`src/rtl/cfg_chain_pkg.sv`:
```
package cfg_chain_pkg;
  typedef enum logic [2:0] {
    ST_HUNT = 3'd0,
    ST_LEN  = 3'd1,
    ST_OWN  = 3'd2,
    ST_FWD  = 3'd3,
    ST_DONE = 3'd4
  } load_st_e;
endpackage

```
`src/rtl/cfg_clk_gen.sv`:
```
module cfg_clk_gen #(
  parameter int DIV_HALF = 4
) (
  input  logic clk,
  input  logic rst,
  input  logic run,
  output logic cclk,
  output logic rise_now,
  output logic fall_now
);
  localparam int CW = (DIV_HALF > 1) ? $clog2(DIV_HALF) : 1;

  logic [CW-1:0] cnt_q;
  logic          cclk_q;
  logic          wrap;

  assign wrap     = (cnt_q == CW'(DIV_HALF - 1));
  assign rise_now = run && wrap && !cclk_q;
  assign fall_now = run && wrap && cclk_q;
  assign cclk     = cclk_q;

  always_ff @(posedge clk) begin
    if (rst || !run) begin
      cnt_q  <= '0;
      cclk_q <= 1'b0;
    end else begin
      cnt_q <= wrap ? '0 : cnt_q + CW'(1);
      if (wrap) cclk_q <= !cclk_q;
    end
  end

  // a stopped clock stays low
  p_stopped_low_r9: assert property (@(posedge clk) disable iff (rst)
    !run |=> !cclk);
endmodule

```
`src/rtl/cfg_frame_ctl.sv`:
```
module cfg_frame_ctl
  import cfg_chain_pkg::*;
#(
  parameter int               PRE_W    = 8,
  parameter logic [PRE_W-1:0] PREAMBLE = 8'h2D,
  parameter int               LEN_W    = 24,
  parameter int               OWN_W    = 16
) (
  input  logic             clk,
  input  logic             rst,
  input  logic             rise_now,
  input  logic             fall_now,
  input  logic             din,
  output logic             run,
  output logic             fwd_val,
  output logic             done,
  output logic             ldc,
  output logic [OWN_W-1:0] own_data
);
  localparam int PIW     = (PRE_W > 1) ? $clog2(PRE_W) : 1;
  localparam int HDR     = PRE_W + LEN_W;
  localparam int OWN_END = HDR + OWN_W;

  load_st_e         st_q;
  logic [LEN_W-1:0] bitcnt_q;
  logic [LEN_W-1:0] len_q;
  logic [LEN_W-1:0] cnt_nxt;
  logic [OWN_W-1:0] own_q;
  logic             done_q, ldc_q, run_q, tail_q;
  logic [PIW-1:0]   pidx;
  logic             exp_bit;

  assign pidx    = bitcnt_q[PIW-1:0];
  assign exp_bit = PREAMBLE[PIW'(PRE_W - 1) - pidx];
  assign cnt_nxt = bitcnt_q + LEN_W'(1);

  always_comb begin
    case (st_q)
      ST_HUNT:        fwd_val = (din == exp_bit) ? din : 1'b1;
      ST_LEN, ST_FWD: fwd_val = din;
      default:        fwd_val = 1'b1;
    endcase
  end

  always_ff @(posedge clk) begin
    if (rst) begin
      st_q     <= ST_HUNT;
      bitcnt_q <= '0;
      len_q    <= '0;
      own_q    <= '0;
      done_q   <= 1'b0;
      ldc_q    <= 1'b0;
      run_q    <= 1'b1;
      tail_q   <= 1'b0;
    end else begin
      if (rise_now) begin
        case (st_q)
          ST_HUNT: begin
            if (din == exp_bit) begin
              bitcnt_q <= cnt_nxt;
              if (bitcnt_q == LEN_W'(PRE_W - 1)) st_q <= ST_LEN;
            end else begin
              bitcnt_q <= (din == PREAMBLE[PRE_W-1]) ? LEN_W'(1) : '0;
            end
          end
          ST_LEN: begin
            len_q    <= {len_q[LEN_W-2:0], din};
            bitcnt_q <= cnt_nxt;
            if (bitcnt_q == LEN_W'(HDR - 1)) st_q <= ST_OWN;
          end
          ST_OWN, ST_FWD: begin
            bitcnt_q <= cnt_nxt;
            if (st_q == ST_OWN) own_q <= {own_q[OWN_W-2:0], din};
            if (cnt_nxt == len_q) begin
              st_q   <= ST_DONE;
              done_q <= 1'b1;
              ldc_q  <= 1'b1;
            end else if (st_q == ST_OWN && bitcnt_q == LEN_W'(OWN_END - 1)) begin
              st_q <= ST_FWD;
            end
          end
          default: ;
        endcase
      end
      if (fall_now && st_q == ST_DONE) begin
        if (tail_q) run_q <= 1'b0;
        else        tail_q <= 1'b1;
      end
    end
  end

  assign run      = run_q;
  assign done     = done_q;
  assign ldc      = ldc_q;
  assign own_data = own_q;

  // the load state only moves on a rising configuration-clock strobe
  p_state_on_rise_r2: assert property (@(posedge clk) disable iff (rst)
    !rise_now |=> $stable(st_q));
  // completion flags are sticky until reset
  p_done_sticky_r8: assert property (@(posedge clk) disable iff (rst)
    done |=> done);
  p_ldc_sticky_r8: assert property (@(posedge clk) disable iff (rst)
    ldc |=> ldc);
endmodule

```
`src/rtl/cfg_fwd_delay.sv`:
```
module cfg_fwd_delay (
  input  logic clk,
  input  logic rst,
  input  logic rise_now,
  input  logic fall_now,
  input  logic fwd_val,
  output logic dout
);
  logic cap_q, hold_q, dout_q;

  always_ff @(posedge clk) begin
    if (rst) begin
      cap_q  <= 1'b1;
      hold_q <= 1'b1;
      dout_q <= 1'b1;
    end else begin
      if (rise_now) begin
        cap_q  <= fwd_val;
        hold_q <= cap_q;
      end
      if (fall_now) dout_q <= hold_q;
    end
  end

  assign dout = dout_q;
endmodule

```
`src/rtl/cfg_chain_loader.sv`:
```
module cfg_chain_loader #(
  parameter int               DIV_HALF = 4,
  parameter int               PRE_W    = 8,
  parameter logic [PRE_W-1:0] PREAMBLE = 8'h2D,
  parameter int               LEN_W    = 24,
  parameter int               OWN_W    = 16
) (
  input  logic             clk,
  input  logic             rst,
  input  logic             din,
  output logic             cclk,
  output logic             dout,
  output logic             ldc,
  output logic             done,
  output logic [OWN_W-1:0] own_data
);
  logic run, rise_now, fall_now, fwd_val;

  cfg_clk_gen #(.DIV_HALF(DIV_HALF)) u_clk (
    .clk(clk), .rst(rst), .run(run),
    .cclk(cclk), .rise_now(rise_now), .fall_now(fall_now)
  );

  cfg_frame_ctl #(
    .PRE_W(PRE_W), .PREAMBLE(PREAMBLE), .LEN_W(LEN_W), .OWN_W(OWN_W)
  ) u_frame (
    .clk(clk), .rst(rst), .rise_now(rise_now), .fall_now(fall_now),
    .din(din), .run(run), .fwd_val(fwd_val),
    .done(done), .ldc(ldc), .own_data(own_data)
  );

  cfg_fwd_delay u_fwd (
    .clk(clk), .rst(rst), .rise_now(rise_now), .fall_now(fall_now),
    .fwd_val(fwd_val), .dout(dout)
  );

  // the chain output only moves together with a falling cclk
  p_dout_on_fall_r7: assert property (@(posedge clk) disable iff (rst)
    !$fell(cclk) |-> $stable(dout));
endmodule

```
`config.mk`:
```
export PLATFORM = sky130hd
export DESIGN_NAME = cfg_chain_loader
export DESIGN_NICKNAME = d
export VERILOG_FILES = /design/src/rtl/cfg_chain_pkg.sv /design/src/rtl/cfg_clk_gen.sv /design/src/rtl/cfg_frame_ctl.sv /design/src/rtl/cfg_fwd_delay.sv /design/src/rtl/cfg_chain_loader.sv
export SDC_FILE = /design/constraint.sdc
export NUM_CORES = 1
export LEC_CHECK = 0
export ABC_CLOCK_PERIOD_IN_PS = 3710
export BUFFER_PORTS_ARGS = -buffer_cell sky130_fd_sc_hd__buf_4
export CELL_PAD_IN_SITES_DETAIL_PLACEMENT = 0
export CELL_PAD_IN_SITES_GLOBAL_PLACEMENT = 2
export CORE_MARGIN = 2
export CORE_UTILIZATION = 36
export DETAILED_ROUTE_END_ITERATION = 7
export HOLD_SLACK_MARGIN = 0.08
export PLACE_DENSITY = 0.83
export REMOVE_ABC_BUFFERS = 1
export SLEW_MARGIN = 20
export SYNTH_ARGS = -nofsm -noshare
export SYNTH_HDL_FRONTEND = slang
export SYNTH_SLANG_ARGS = --single-unit
```
`constraint.sdc`:
```
create_clock -name clk -period 3.71 [get_ports clk]
set_clock_uncertainty 0.2 [all_clocks]
set_input_delay 0.9275 -clock clk [delete_from_list [all_inputs] [get_ports clk]]
set_output_delay 0.9275 -clock clk [all_outputs]
set_load 0.02 [all_outputs]
```
After elaboration in Yosys (flattened, before gate mapping)
Memory sizes are Yosys's and may differ from the RTL's. Cells that the tools add are included.

Bits in registers: 76. ROM bits: 8. Input port bits: 3. Output and inout port bits: 20. Word-level logic and storage cells: 64. Memories kept: 1.

Add/sub/neg operators: 3. Magnitude comparators: 1. Equality and inequality tests: 14. Muxes and demuxes: 12. Reduce and logical (&&, ||, !) cells: 21.

Memories: (no name shown) (depth 8, bits a word 1, rd ports 1, clocked after Yosys merged registers in 0, write ports 0, RTL line cfg_frame_ctl.sv:34) `assign exp_bit = PREAMBLE[PIW'(PRE_W - 1) - pidx];`.

Operator list (count): 24-bit case mux with 2 select lines (1); 24-bit by 1-bit adder with 24-bit output, second input constant (1); 24-bit == test (1); 24-bit by 3-bit == test with 1-bit output, second input constant (1); 24-bit by 5-bit == test with 1-bit output, second input constant (1); 24-bit by 6-bit == test with 1-bit output, second input constant (1); 24-bit 2-to-1 mux (1); 3-bit 2-to-1 mux (5); 3-bit case mux with 3 select lines (1); 3-bit by 2-bit == test with 1-bit output, second input constant (2); 2-bit by 1-bit != test with 1-bit output, second input constant (3); 2-bit AND reduction (3); 3-bit AND reduction (2); 6-bit AND reduction (1); 2-bit OR reduction (3); 1-bit logical AND (5); 3-bit by 4-bit < comparator with 1-bit output, second input constant (1); 3-bit by 1-bit == test with 1-bit output, second input constant (1); 3-bit == test, second input constant (1); 3-bit zero test (1); 1-bit 2-to-1 mux (3); 3-bit by 1-bit != test with 1-bit output, second input constant (1); 3-bit nonzero test (1); 3-bit OR reduction (1); other kinds (8) (9).

Longest topological paths before layout
Depth in word-level cells: 6. Gate-level depth with buffers: 12.

Hierarchy
A second synthesis with hierarchy kept.

Cells, all modules: 530. Area total of the unflattened synthesis: 4091.4 um^2.

By module, submodules not included: cfg_frame_ctl (instances 1, cells each 509, area each 3868.7 um^2, seq. area each 1401.3 um^2); cfg_clk_gen (instances 1, cells each 12, area each 117.6 um^2, seq. area each 60.1 um^2); cfg_fwd_delay (instances 1, cells each 9, area each 105.1 um^2, seq. area each 60.1 um^2).

Worst setup path after synthesis
Ideal clock, no wire load.

Path type: register to register. Start: register u_frame.bitcnt_q[0]. End: register u_frame.st_q[0]. Library setup time: 122 ps. Data arrival time: 2900 ps. Path slack: 488 ps. Stages on the path, launching flop included: 9. Buffers on the path: 0. Clock period less this slack: 3222 ps. Cell sequence: dfxtp_1 -> ha_1 -> nand3_2 -> or3_4 -> or3_1 -> a2111oi_2 -> nand4_1 -> or4_4 -> o31a_2.

Longest elaborated chain between the ends: 6.

RTL lines: start: declaration (RTL line cfg_frame_ctl.sv:25) `logic [LEN_W-1:0] bitcnt_q;`; start signal: assignment (RTL line cfg_frame_ctl.sv:60) `bitcnt_q <= cnt_nxt;`; start signal: assignment (RTL line cfg_frame_ctl.sv:63) `bitcnt_q <= (din == PREAMBLE[PRE_W-1]) ? LEN_W'(1) : '0;`; start signal: assignment (RTL line cfg_frame_ctl.sv:68) `bitcnt_q <= cnt_nxt;`; branches (longest 6 deep; another with 24-bit by 1-bit adder with 24-bit output); end signal: assignment (RTL line cfg_frame_ctl.sv:47) `st_q <= ST_HUNT;`; end signal: assignment (RTL line cfg_frame_ctl.sv:61) `if (bitcnt_q == LEN_W'(PRE_W - 1)) st_q <= ST_LEN;`; end signal: assignment (RTL line cfg_frame_ctl.sv:69) `if (bitcnt_q == LEN_W'(HDR - 1)) st_q <= ST_OWN;`; end: declaration (RTL line cfg_frame_ctl.sv:24) `load_st_e st_q;`.

Several ways; the timed one is not identified. The select of a mux whose other input is x is not followed. A chain may end at the register's enable or synchronous reset.

Worst setup path after layout
Start: register u_frame.bitcnt_q[0]. End: register u_frame.st_q[1].

The elaborated chain is that of the path after synthesis.

==> results <==
- Setup violations remaining at the end of the flow were counted as 0.
- The number of rows created at floorplan is 38.
- The worst setup path is captured at a flip-flop.
- The total die area is between 10000 and 15000 um^2.
- The root buffer cell is sky130_fd_sc_hd__clkbuf_16.
- After Yosys synthesis, full adders, half adders and majority gates account for 1.54% of the synthesized area.
- The total instance count after detailed placement is roughly 670.
- The hold-critical path depth is 1.
- The final weighted congestion in routability-driven placement is slightly below 0.9.
- The final max-slew violation count came to 0.
- After detailed routing, the number of vias per cell comes to ~5.4.
- The setup TNS after final layout is 0 ps.
- For the pin with the worst max-slew slack, the measured transition is 832 ps.
- The synthesized netlist devotes between 20% and 30% of its cell area to simple gates.
- The terminus of the critical flop-to-flop path is u_frame.st_q[1].
- The worst hold path terminates at u_clk.cnt_q[0].
- The area taken by multi-input logic gates is between 2000 and 2500 um^2.
- The top-area cell type share of the netlist area is between 30 and 40%.
- The synthesized design contains 0 enable-type register cells.
- Detailed routing placed a total of 4880 um of wire on met2.
- The number of antenna diodes in the final layout is 0.
- The initial antenna violation count came to 0.
- The startpoint identified for the worst register-to-register timing path is u_frame.bitcnt_q[0].
- Across the whole layout, storage elements account for roughly 1500 um^2.
- The combinational family with the most area after synthesis is simple AND/OR/NAND/NOR gates.
- The xor and xnor area share after synthesis is about 6.7%.
- TritonCTS built the clock tree.
- The internal reg-to-reg setup slack is roughly 360 ps.
- For this run, asynchronously set or reset flops after synthesis account for 0%.
- The residual antenna-violating net count after detailed routing is 0.
- Summed over all layers, the routed wires come to between 10000 and 15000 um.
- From synthesis to final layout, the design area changed by 14.6%.
- The global routing usage summed across all routing layers is 19.0%.
- The commonest cells after synthesis are sky130_fd_sc_hd__nand2_1, sky130_fd_sc_hd__dfxtp_1, sky130_fd_sc_hd__a21oi_1, sky130_fd_sc_hd__nor2_1, sky130_fd_sc_hd__clkbuf_1.
- In this run the cell area of the synthesized design comes to just over 4000 um^2.
- Detailed placement ended at an HPWL of 7390 um.
- The sequential fraction of the synthesis area is roughly 38%.
- The post-route netlist has about 13% of its cells at a drive strength greater than 1.
- The number of global-route vias before repair came to between 3000 and 4000.
- Timing would allow up to slightly below 300 MHz.
- The post-placement cell area is 4320 um^2.
- The leading register cell type out of synthesis is sky130_fd_sc_hd__dfxtp_1.
- The number of DRC violations after detailed routing is 0.
- Setup repair after global routing left no endpoint under its margin.
- The total clock buffers created by CTS is 9.
- The quantity of hold-fixing buffers added after cts is 0.
- The die extent in x is about 110 um.
- Entering global routing, the biggest net connects 78 pins.
- The mux share of post-synthesis cell area is less than 1%.
- The count of buffers added on input and output ports is 22.
- Synthesis produced a netlist whose cell count is 528.
- Along the worst path, the maximum fanout reaches 10.
- Gates resized during post-CTS repair numbered 0.
- In this run the worst hold path is classified as flip-flop to flip-flop.
- The nature of the critical path startpoint is a flip-flop.
- The post-CTS clock slew at the launch and capture registers of the worst setup and hold paths is around 60 ps.
- Measured in cells, the most critical reg-to-reg path has a length of 9.
- The library cell with the largest summed area after synthesis is sky130_fd_sc_hd__dfxtp_1.
- The standard cell core area is 10900 um^2.
- The number of H-tree levels is 3.
- The hold violation total from the final report is 0.
- The register bit total from synthesis is 76.
- The distinct cell type count of the synthesized netlist is 56.
- In the final design database the tool counted 544 nets.
- The total of fill cells in the finished design is ~1100.
- The data arrival time of the critical path is around 3400 ps.
- The synthesized netlist devotes 18.9% of its cell area to compound gates.
- After detailed routing, the met3 layer carries about 440 um of wire.
- For the worst-skew pair, the clock arrives at the later sink with an insertion delay of between 300 and 400 ps.
- The die is 110 um tall.
- The pre-antenna-repair detailed-routing pass consisted of 4 iterations.
- The number of buffers between clock root and the deepest sink is 2.
- The total I/O pin count is 23.
- In this run the post-CTS setup repair buffer count came out at 0.
- The classification of the worst setup path is flip-flop to flip-flop.
- At the worst endpoint, the required time is about 3700 ps.
- In the post-synthesis netlist, the cell with the most instances is sky130_fd_sc_hd__nand2_1.
- The peak ir drop on the vdd network is 0.316 mV.
- The worst min-delay path startpoint is u_clk.cnt_q[0].
- The smallest clock period supported by the final layout is computed as about 3400 ps.
- The headroom to the max-slew limit is between 40% and 50%.
- During synthesis, Yosys emitted a total of 0 warnings.
- The finished layout holds 681 standard cells, fillers aside.
- The global-route wire length before repair is about 18000 um.
- The vias after detailed routing is 3673.
- For this configuration, the core starts out at a cell density of a little under two fifths.
- The average wire per cell in the routed design is about 16 um.
- The tool flagged a number of max-cap violations equal to 0.
- The area of all placed cells without fillers is between 4000 and 5000 um^2.
- The total leakage power is approximately 1.6 nW.
- After detailed routing, the wire length on met1 is between 5000 and 6000 um.
- The post-route clock period utilization is approximately nine tenths.
- The detailed router finished its first iteration with roughly 200 violations.
- The synthesized area per cell is 7.68 um^2.
- For this run the aggregate overflow at the end of global routing stands at 0.
- Yosys attributes the largest share of cell area to sky130_fd_sc_hd__dfxtp_1, sky130_fd_sc_hd__nand2_1, sky130_fd_sc_hd__a21oi_1.
- The flow ran to the end, and the final reports show no timing, DRC or antenna violations.
- The highest layer touched by signal routing is met4.
- The ratio of total power to cell area is 398 nW/um^2.
- The clock sink count is 76.
## power by group
part | internal, mW | total (mW) | switching, mW | leakage [nW]
clock network | 0.592 | 0.952 | 0.360 | 0.148
registers | 0.822 | 0.826 | 0.00400 | 0.613
logic | 0.0222 | 0.0698 | 0.0476 | 0.832
## cells by family (layout without fill, tap and decap cells)
| kind of cell | count (synthesis) | count (layout) |
|---|---|---|
| buffers and inverters | 48 | 61 |
| XOR/XNOR | 31 | 31 |
| AO/OA/AOI/OAI | 129 | 129 |
| flip-flops | 76 | 76 |
| multiplexers | 3 | 3 |
| AND/OR/NAND/NOR | 236 | 236 |
| adder cells (fa/ha/maj) | 5 | 5 |
## critical path, cell delays in order (launching register included)
cell and delay, ps:
sky130_fd_sc_hd__dfxtp_1 460, sky130_fd_sc_hd__ha_1 230, sky130_fd_sc_hd__nand3_2 100, sky130_fd_sc_hd__buf_4 200, sky130_fd_sc_hd__nor4_1 560, sky130_fd_sc_hd__xnor2_1 170, sky130_fd_sc_hd__a2111oi_2 290, sky130_fd_sc_hd__nand4_1 140
sky130_fd_sc_hd__or4_4 520, sky130_fd_sc_hd__o31a_2 360
## cell usage in the layout (no fill, tap or decap), types with 7 or more instances in the layout
cell type	synthesis	layout
sky130_fd_sc_hd__clkbuf_16	0	9
sky130_fd_sc_hd__buf_4	6	39
sky130_fd_sc_hd__o21ai_0	24	24
sky130_fd_sc_hd__dfxtp_1	76	76
sky130_fd_sc_hd__xor2_1	11	11
sky130_fd_sc_hd__nand4_1	13	13
sky130_fd_sc_hd__nor4_1	13	13
sky130_fd_sc_hd__nand2_1	112	112
sky130_fd_sc_hd__nand3b_1	7	7
sky130_fd_sc_hd__a21oi_1	67	67
sky130_fd_sc_hd__nor2_1	31	31
sky130_fd_sc_hd__and3_1	7	7
sky130_fd_sc_hd__nand3_1	12	12
sky130_fd_sc_hd__xnor2_1	20	20
## registers in the layout, indices dropped and copies added (netlist names)
name and flops:
u_clk.cclk 1, u_clk.cnt_q 2, u_frame.bitcnt_q 24, u_frame.ldc 1, u_frame.len_q 24, u_frame.own_data 16, u_frame.run 1, u_frame.st_q 3
u_frame.tail_q 1, u_fwd.cap_q 1, u_fwd.dout 1, u_fwd.hold_q 1
## metal layers
metal / up-vias / track usage [%]
li1: 1880 / -
met1: 1725 / 25.7
met2: 56 / 30.2
met3: 12 / 4.29
met4: 0 / 5.71
met5: - / 0
## worst max path at each step
| stage | to | cells past startpoint | startpoint |
|---|---|---|---|
| finish | u_frame.st_q[1] | 9 | u_frame.bitcnt_q[0] |
| global route | u_frame.ldc | 7 | u_frame.bitcnt_q[4] |
| CTS | u_frame.st_q[1] | 7 | u_frame.bitcnt_q[4] |
| detailed placement | u_frame.st_q[1] | 7 | u_frame.bitcnt_q[4] |
| global placement | u_frame.st_q[0] | 8 | u_frame.bitcnt_q[0] |
| floorplan | u_frame.st_q[0] | 8 | u_frame.bitcnt_q[0] |
## metrics by stage
stage | setup WS [ps] | utilization, % | hold WS (ps) | power, mW
3_5_place_dp | 377 | 39.5 | 223 | 0.914
6_report | 359 | 42.5 | 231 | 1.85
2_1_floorplan | 373 | - | 205 | 0.877
4_1_cts | 360 | 42.5 | 232 | 1.88
3_3_place_gp | 428 | 39.5 | 216 | 0.914
5_1_grt | 99.4 | 42.5 | 249 | 1.91
## cell type report
| cell class | instances | area share, % |
|---|---|---|
| clock inverters | 7 | 2.15 |
| multi-input cells | 404 | 49.7 |
| well taps | 140 | 3.77 |
| inverters | 6 | 0.485 |
| repair buffers | 39 | 6.30 |
| clock buffers | 9 | 4.85 |
| flip-flops and latches | 76 | 32.7 |
Note: power is estimated with default switching activity, not from simulation.
